==> config.mk <==
export PLATFORM = sky130hd
export DESIGN_NAME = spr_line_scan
export DESIGN_NICKNAME = d
export VERILOG_FILES = /design/src/rtl/spr_line_scan.sv
export SDC_FILE = /design/constraint.sdc
export NUM_CORES = 2
export LEC_CHECK = 0
export ABC_AREA = 0
export CORE_MARGIN = 1.5
export CORE_UTILIZATION = 25
export DETAILED_ROUTE_END_ITERATION = 12
export DONT_BUFFER_PORTS = 1
export GPL_TIMING_DRIVEN = 0
export PLACE_DENSITY = 0.38
export SLEW_MARGIN = 20
export SYNTH_ARGS = -nofsm -noshare
export SYNTH_HDL_FRONTEND = slang
export SYNTH_SLANG_ARGS = --single-unit
==> constraint.sdc <==
create_clock -name clk -period 4.4 [get_ports clk]
set_input_delay 0.88 -clock clk [delete_from_list [all_inputs] [get_ports clk]]
set_output_delay 0.88 -clock clk [all_outputs]
set_load 0.01 [all_outputs]
==> src/rtl/spr_line_scan.sv <==
module spr_line_scan #(
  parameter int NENT  = 64,
  parameter int NSLOT = 16
) (
  input  logic                           clk,
  input  logic                           rst_n,
  input  logic                           line_start,
  input  logic [9:0]                     line_num,
  input  logic                           ovf_en,
  output logic [$clog2(NENT)+1:0]        sat_addr,
  input  logic [15:0]                    sat_data,
  output logic [15:0]                    vram_addr,
  input  logic [15:0]                    vram_data,
  input  logic [$clog2(NSLOT)-1:0]       rd_slot,
  output logic [9:0]                     list_x,
  output logic [3:0]                     list_pal,
  output logic [15:0]                    list_flags,
  output logic [63:0]                    list_planes,
  output logic                           list_zero,
  output logic [$clog2(NSLOT+1)-1:0]     list_count,
  output logic                           scan_busy,
  output logic                           scan_done,
  output logic                           ovf_status,
  output logic                           ovf_irq
);
  localparam int IW = $clog2(NENT);
  localparam int SW = $clog2(NSLOT);
  localparam int CW = $clog2(NSLOT + 1);

  typedef enum logic [2:0] {S_IDLE, S_RD, S_EVAL, S_FETCH, S_DONE} st_t;
  st_t st;

  logic [IW-1:0] idx;
  logic [2:0]    cnt;
  logic          half;
  logic [9:0]    cur_line;
  logic [15:0]   w0, w1, w2, w3;

  logic [9:0]  lx    [NSLOT];
  logic [15:0] lfl   [NSLOT];
  logic [63:0] lpl   [NSLOT];
  logic        lz    [NSLOT];

  logic signed [11:0] ys, yend, ln, offs;
  logic [6:0]  hgt;
  logic [5:0]  voff;
  logic [9:0]  pn;
  logic        hit, last;
  logic [SW-1:0] slot;

  assign hgt  = (w3[13:12] == 2'd0) ? 7'd16 : (w3[13:12] == 2'd1) ? 7'd32 : 7'd64;
  assign ys   = $signed({2'b00, w0[9:0]}) - 12'sd64;
  assign yend = ys + $signed({5'b0, hgt});
  assign ln   = $signed({2'b00, cur_line});
  assign hit  = (ln >= ys) && (ln < yend);
  assign offs = ln - ys;
  assign voff = w3[15] ? (6'(hgt - 7'd1) - offs[5:0]) : offs[5:0];
  assign last = (idx == IW'(NENT - 1));
  assign slot = list_count[SW-1:0];

  always_comb begin
    pn = w2[10:1];
    if (w3[13:12] == 2'd1) pn[1] = 1'b0;
    else if (w3[13]) pn[2:1] = 2'b00;
    pn[2:1] = pn[2:1] | voff[5:4];
    if (w3[8]) pn[0] = half ^ w3[11];
  end

  assign sat_addr  = {idx, cnt[1:0]};
  assign vram_addr = {pn, cnt[1:0], voff[3:0]};
  assign scan_busy = (st != S_IDLE);
  assign scan_done = (st == S_DONE);

  assign list_x      = lx[rd_slot];
  assign list_flags  = lfl[rd_slot];
  assign list_pal    = lfl[rd_slot][3:0];
  assign list_planes = lpl[rd_slot];
  assign list_zero   = lz[rd_slot];

  always_ff @(posedge clk or negedge rst_n) begin
    if (!rst_n) begin
      st <= S_IDLE; idx <= '0; cnt <= '0; half <= 1'b0; cur_line <= '0;
      w0 <= '0; w1 <= '0; w2 <= '0; w3 <= '0;
      list_count <= '0; ovf_status <= 1'b0; ovf_irq <= 1'b0;
      for (int i = 0; i < NSLOT; i++) begin
        lx[i] <= '0; lfl[i] <= '0; lpl[i] <= '0; lz[i] <= 1'b0;
      end
    end else begin
      ovf_irq <= 1'b0;
      if (line_start) begin
        st <= S_RD; idx <= '0; cnt <= '0; half <= 1'b0;
        list_count <= '0; ovf_status <= 1'b0; cur_line <= line_num;
      end else begin
        case (st)
          S_RD: begin
            cnt <= cnt + 3'd1;
            case (cnt)
              3'd1: w0 <= sat_data;
              3'd2: w1 <= sat_data;
              3'd3: w2 <= sat_data;
              3'd4: w3 <= sat_data;
              default: ;
            endcase
            if (cnt == 3'd4) begin
              st <= S_EVAL; cnt <= '0;
            end
          end
          S_EVAL: begin
            cnt <= '0;
            if (!hit) begin
              half <= 1'b0;
              if (last) st <= S_DONE;
              else begin idx <= idx + 1'b1; st <= S_RD; end
            end else if (list_count == CW'(NSLOT)) begin
              st <= S_DONE;
              if (ovf_en) begin ovf_status <= 1'b1; ovf_irq <= 1'b1; end
            end else begin
              st <= S_FETCH;
            end
          end
          S_FETCH: begin
            cnt <= cnt + 3'd1;
            case (cnt)
              3'd1: lpl[slot][15:0]  <= vram_data;
              3'd2: lpl[slot][31:16] <= vram_data;
              3'd3: lpl[slot][47:32] <= vram_data;
              3'd4: lpl[slot][63:48] <= vram_data;
              default: ;
            endcase
            if (cnt == 3'd4) begin
              cnt <= '0;
              lx[slot]  <= w1[9:0] + (half ? 10'd16 : 10'd0);
              lfl[slot] <= w3;
              lz[slot]  <= (idx == '0);
              list_count <= list_count + 1'b1;
              if (w3[8] && !half) begin
                half <= 1'b1; st <= S_EVAL;
              end else begin
                half <= 1'b0;
                if (last) st <= S_DONE;
                else begin idx <= idx + 1'b1; st <= S_RD; end
              end
            end
          end
          S_DONE: st <= S_IDLE;
          default: st <= S_IDLE;
        endcase
      end
    end
  end

  a_r8_count_bound: assert property (@(posedge clk) disable iff (!rst_n)
    list_count <= CW'(NSLOT));

  a_r8_irq_when_full: assert property (@(posedge clk) disable iff (!rst_n)
    ovf_irq |-> (list_count == CW'(NSLOT)) && ovf_status && scan_done);

  a_r9_done_pulse: assert property (@(posedge clk) disable iff (!rst_n)
    scan_done |=> !scan_done);

  a_r9_count_held: assert property (@(posedge clk) disable iff (!rst_n)
    (!scan_busy && !line_start) |=> $stable(list_count));

  a_r7_one_slot_step: assert property (@(posedge clk) disable iff (!rst_n)
    (scan_busy && !line_start) |=>
      (list_count == $past(list_count)) || (list_count == $past(list_count) + 1'b1));
endmodule

==> metrics.yaml <==
synth.yosys.warnings: 0
cp_max_fo: 10
worst-endpoint-arrival_ns: 3.47
synth_seq_cells: 1532
worstMarginPinSlew_ns: 1.26
numClockSinks: 1532
yosysUniqueCellTypes: 70
postCtsSetupBuffers: 0
power.share.switching_pct: 27.3
initial_antenna_violation_count: 22
switching_power_mw: 9.36
drtIter0Drc: 3613
async_reset_ff_share_pct: 100
clkSlewWorstSetupHoldPaths_ns: 0.06
finalMaxSlewViolations: 0
sequential_fraction_of_design_power_pct: 43.0
synth_top_family_by_area: "multiplexers"
min_period_over_period_pct: 98.9
port_buffers: 0
drc: 0
grt-ovfl-total: 0
postLayoutSetupSlackWorst_ns: 0.0486
layout.filler_cells: 27400
outcome: "finished, violations left"
root_buffer: "sky130_fd_sc_hd__clkbuf_16"
power_frac_comb_pct: 11.1
crit_path_start_kind: "primary input"
die-area_um2: 275000
y_dimension_of_the_die_um: 524
timing.clock.skew_ns: 0.0553
detailedPlacementHpwl_um: 196000
power-per-cell-area_nw_per_um2: 434
finalHoldViolations: 4
layout.cells.non_filler: 8915
tritoncts.num_buffers: 188
synth-adder-area-share_pct: 0.667
finalWirelength_um: 279000
mappedNetlistArea_um2: 67900
crit_start: "rd_slot[1]"
clock_tree_from_tritoncts: "yes"
gate_count_of_the_mapped_netlist: 4996
ys_seq_area_share_pct: 56.4
highest_achievable_clock_rate_ghz: 0.230
cts_max_path_buffers: 4
design.final.nets: 5287
routed_via_density: 5.14
timing.critical_path.to_type: "output pin"
grt_first_pass_wirelength_um: 392000
synth_largest_area_cell: "sky130_fd_sc_hd__dfrtp_1"
maximum_number_of_pins_on_one_net_before_global_route_repair: 210
die_w_um: 524
dp_cells: 8580
rows: 191
max_cap_violations: 0
h-tree-depth: 4
compound_gate_portion_of_the_synthesized_area_pct: 13.6
wire_per_inst_um: 31.2
hp-class: "in -> async"
dominantRegCellSynth: "sky130_fd_sc_hd__dfrtp_1"
unrepaired_setup_endpoints_after_global_routing: "no"
synth_simple_gate_area_share_pct: 5.59
drtPass1Iterations: 5
final_antenna_net_count: 0
post-layout-total-power_mw: 34.3
track_usage_pct: 20.2
initial_utilization_pct: 25.1
crit_required_ns: 3.52
place.gp.congestion: 0.807
worstSkewPairLatency_ns: 0.87
yosys_top_cell_area_share_pct: 56.4
worstReg2RegStart: "w3[13]$_DFFE_PN0P_"
synthTopCellsByArea: "sky130_fd_sc_hd__dfrtp_1, sky130_fd_sc_hd__mux4_2, sky130_fd_sc_hd__a22o_1, sky130_fd_sc_hd__mux2_2, sky130_fd_sc_hd__nand2_1"
final_setup_violations: 0
dpl_worst_slack_ns: -0.747
synthesis.nets: 5081
synthXorXnorAreaFrac_pct: 0.297
ios: 178
syn_to_final_growth_pct: 16.6
avgSynthCellArea_um2: 13.6
core_area_um2: 271000
reg2reg_to: "st[2]$_DFFE_PN0P_"
synth.area.mux_share_pct: 20.1
vdd.ir_drop.worst_mv: 0.311
p_int_mw: 25.0
detailroute.via_count: 45800
failing_checks: "negative hold slack"
fin_worst_hold_slack_ns: -0.00816
critical_path_class: "in -> out"
ff_to_ff_setup_slack_ns: 0.37
pwr-share-clk_pct: 45.9
final_layout_size_suffix_gt1_share_pct: 26.0
synth_edf_count: 0
r2r.worst_path.cells: 17
grt_pass1_vias: 48100
layout_min_cycle_time_ns: 4.35
total_leakage_power_nw: 35.5
rel_slew_slack_pct: 15.5
-- state kept, by name, summed over array words and instances, names as in the netlist, 6 cells and up --
name      flops
w0           10
lz           16
w1           10
cur_line     10
w2           10
w3           16
lx          160
lpl        1024
lfl         256
idx           6
-- layer usage --
metal | global-route usage (%) | vias to the layer above | share of wire [%]
li1 | - | 19100 | -
met1 | 27.8 | 25000 | 45
met2 | 32.5 | 1383 | 47
met3 | 3.72 | 368 | 5.5
met4 | 5.50 | 6 | 2.8
met5 | 0 | - | 0.016
-- kinds of logic (layout without fill, tap and decap cells) --
kind of cell | Yosys count | in the layout
muxes | 758 | 758
AOI/OAI and AO/OA | 1233 | 1233
other | 0 | 5
xor gates and xnor gates | 23 | 23
and+or+nand+nor | 910 | 910
buffers and inverters | 505 | 849
DFF | 1532 | 1532
adders and majority gates | 35 | 35
-- critical path, cell delays in order --
cell,delay (ns)
sky130_fd_sc_hd__clkbuf_1,0.18
sky130_fd_sc_hd__buf_4,0.33
sky130_fd_sc_hd__clkbuf_4,0.44
sky130_fd_sc_hd__buf_2,0.50
sky130_fd_sc_hd__mux4_2,0.44
sky130_fd_sc_hd__mux4_2,0.61
-- worst max path at each step --
stage                 endpoint  slack [ns]
3_3_place_gp       list_pal[1]       -1.34
5_1_grt            list_pal[3]       0.002
4_1_cts        list_planes[41]      0.0009
6_report       list_planes[46]        0.05
3_5_place_dp   list_planes[46]       -0.75
2_1_floorplan      list_pal[3]        0.58
-- power by group through the flow --
stage | Sequential, mW | Combinational (mW) | Clock, mW
3_5_place_dp | 15.0 | 3.77 | 0
5_1_grt | 14.8 | 4.18 | 16.7
3_3_place_gp | 15.0 | 3.43 | 0
6_report | 14.8 | 3.82 | 15.7
4_1_cts | 14.7 | 3.88 | 16.1
2_1_floorplan | 14.9 | 2.28 | 0
-- synthesized netlist by cell type, types with 9 or more instances --
library cell and instances:
sky130_fd_sc_hd__o21ai_0 316, sky130_fd_sc_hd__nor2_1 101, sky130_fd_sc_hd__mux2_2 295, sky130_fd_sc_hd__o21ai_1 40, sky130_fd_sc_hd__dfrtp_1 1532, sky130_fd_sc_hd__buf_2 173, sky130_fd_sc_hd__and2_1 15, sky130_fd_sc_hd__inv_1 23
sky130_fd_sc_hd__nand2b_1 9, sky130_fd_sc_hd__mux4_2 455, sky130_fd_sc_hd__nand3_1 19, sky130_fd_sc_hd__a21oi_1 60, sky130_fd_sc_hd__buf_1 19, sky130_fd_sc_hd__o21ai_2 35, sky130_fd_sc_hd__xor2_1 9, sky130_fd_sc_hd__xnor2_1 14
sky130_fd_sc_hd__a22o_1 754, sky130_fd_sc_hd__nor2_2 16, sky130_fd_sc_hd__ha_1 33, sky130_fd_sc_hd__o31ai_1 12, sky130_fd_sc_hd__clkbuf_1 256, sky130_fd_sc_hd__nand2_1 687, sky130_fd_sc_hd__buf_4 30
-- placed cells by master (no fill, tap or decap), types with 9 or more instances in the layout --
master                         n
sky130_fd_sc_hd__clkbuf_16   192
sky130_fd_sc_hd__clkbuf_1    272
sky130_fd_sc_hd__xnor2_1      11
sky130_fd_sc_hd__inv_1        22
sky130_fd_sc_hd__ha_1         33
sky130_fd_sc_hd__buf_4        43
sky130_fd_sc_hd__a21oi_1      60
sky130_fd_sc_hd__o31ai_1      12
sky130_fd_sc_hd__buf_16       12
sky130_fd_sc_hd__clkinv_2     27
sky130_fd_sc_hd__nand2_1     687
sky130_fd_sc_hd__clkbuf_8     51
sky130_fd_sc_hd__mux4_2      455
sky130_fd_sc_hd__o21ai_2      40
sky130_fd_sc_hd__o21ai_1      35
sky130_fd_sc_hd__clkbuf_2     19
sky130_fd_sc_hd__xor2_1        9
sky130_fd_sc_hd__mux2_2      295
sky130_fd_sc_hd__a22o_1      754
sky130_fd_sc_hd__dfrtp_1    1531
sky130_fd_sc_hd__nor2_2       12
sky130_fd_sc_hd__nand2b_1      9
sky130_fd_sc_hd__nand3_1      19
sky130_fd_sc_hd__o21ai_0     315
sky130_fd_sc_hd__and2_1       15
sky130_fd_sc_hd__clkbuf_4      9
sky130_fd_sc_hd__nor2_1      101
sky130_fd_sc_hd__buf_2       170
-- per-stage QoR --
stage | util (%) | cell area, µm² | hold slack [ns] | setup TNS [ns]
floorplan | - | 67900 | 0.440 | 0
global placement | 26.8 | 72400 | 0.456 | -93.98
detailed placement | 26.9 | 72800 | 0.457 | -42.02
CTS | 29.2 | 79100 | 0.0292 | 0
global route | 29.3 | 79100 | 0.0314 | 0
finish | 29.3 | 79200 | -0.00816 | 0
-- final cells by class --
cell class	count	area [µm²]	area share (%)
buffer	481	2270	2.87
tap	3570	4470	5.64
inverter	23	86.3	0.109
clock inverter	43	478	0.604
timing repair buffer	17	415	0.525
clock buffer	285	5660	7.16
antenna	5	12.5	0.0158
multi-input combinational	2959	27400	34.6
sequential	1532	38300	48.4
-- what timing repair did --
action,CTS,global route
endpoints found under the setup margin,101,43
hold buffers,2,0
gates resized for setup,39,18
endpoints found under the hold margin,86,0
pin swaps,0,1
Power figures use the tool's default switching activity.
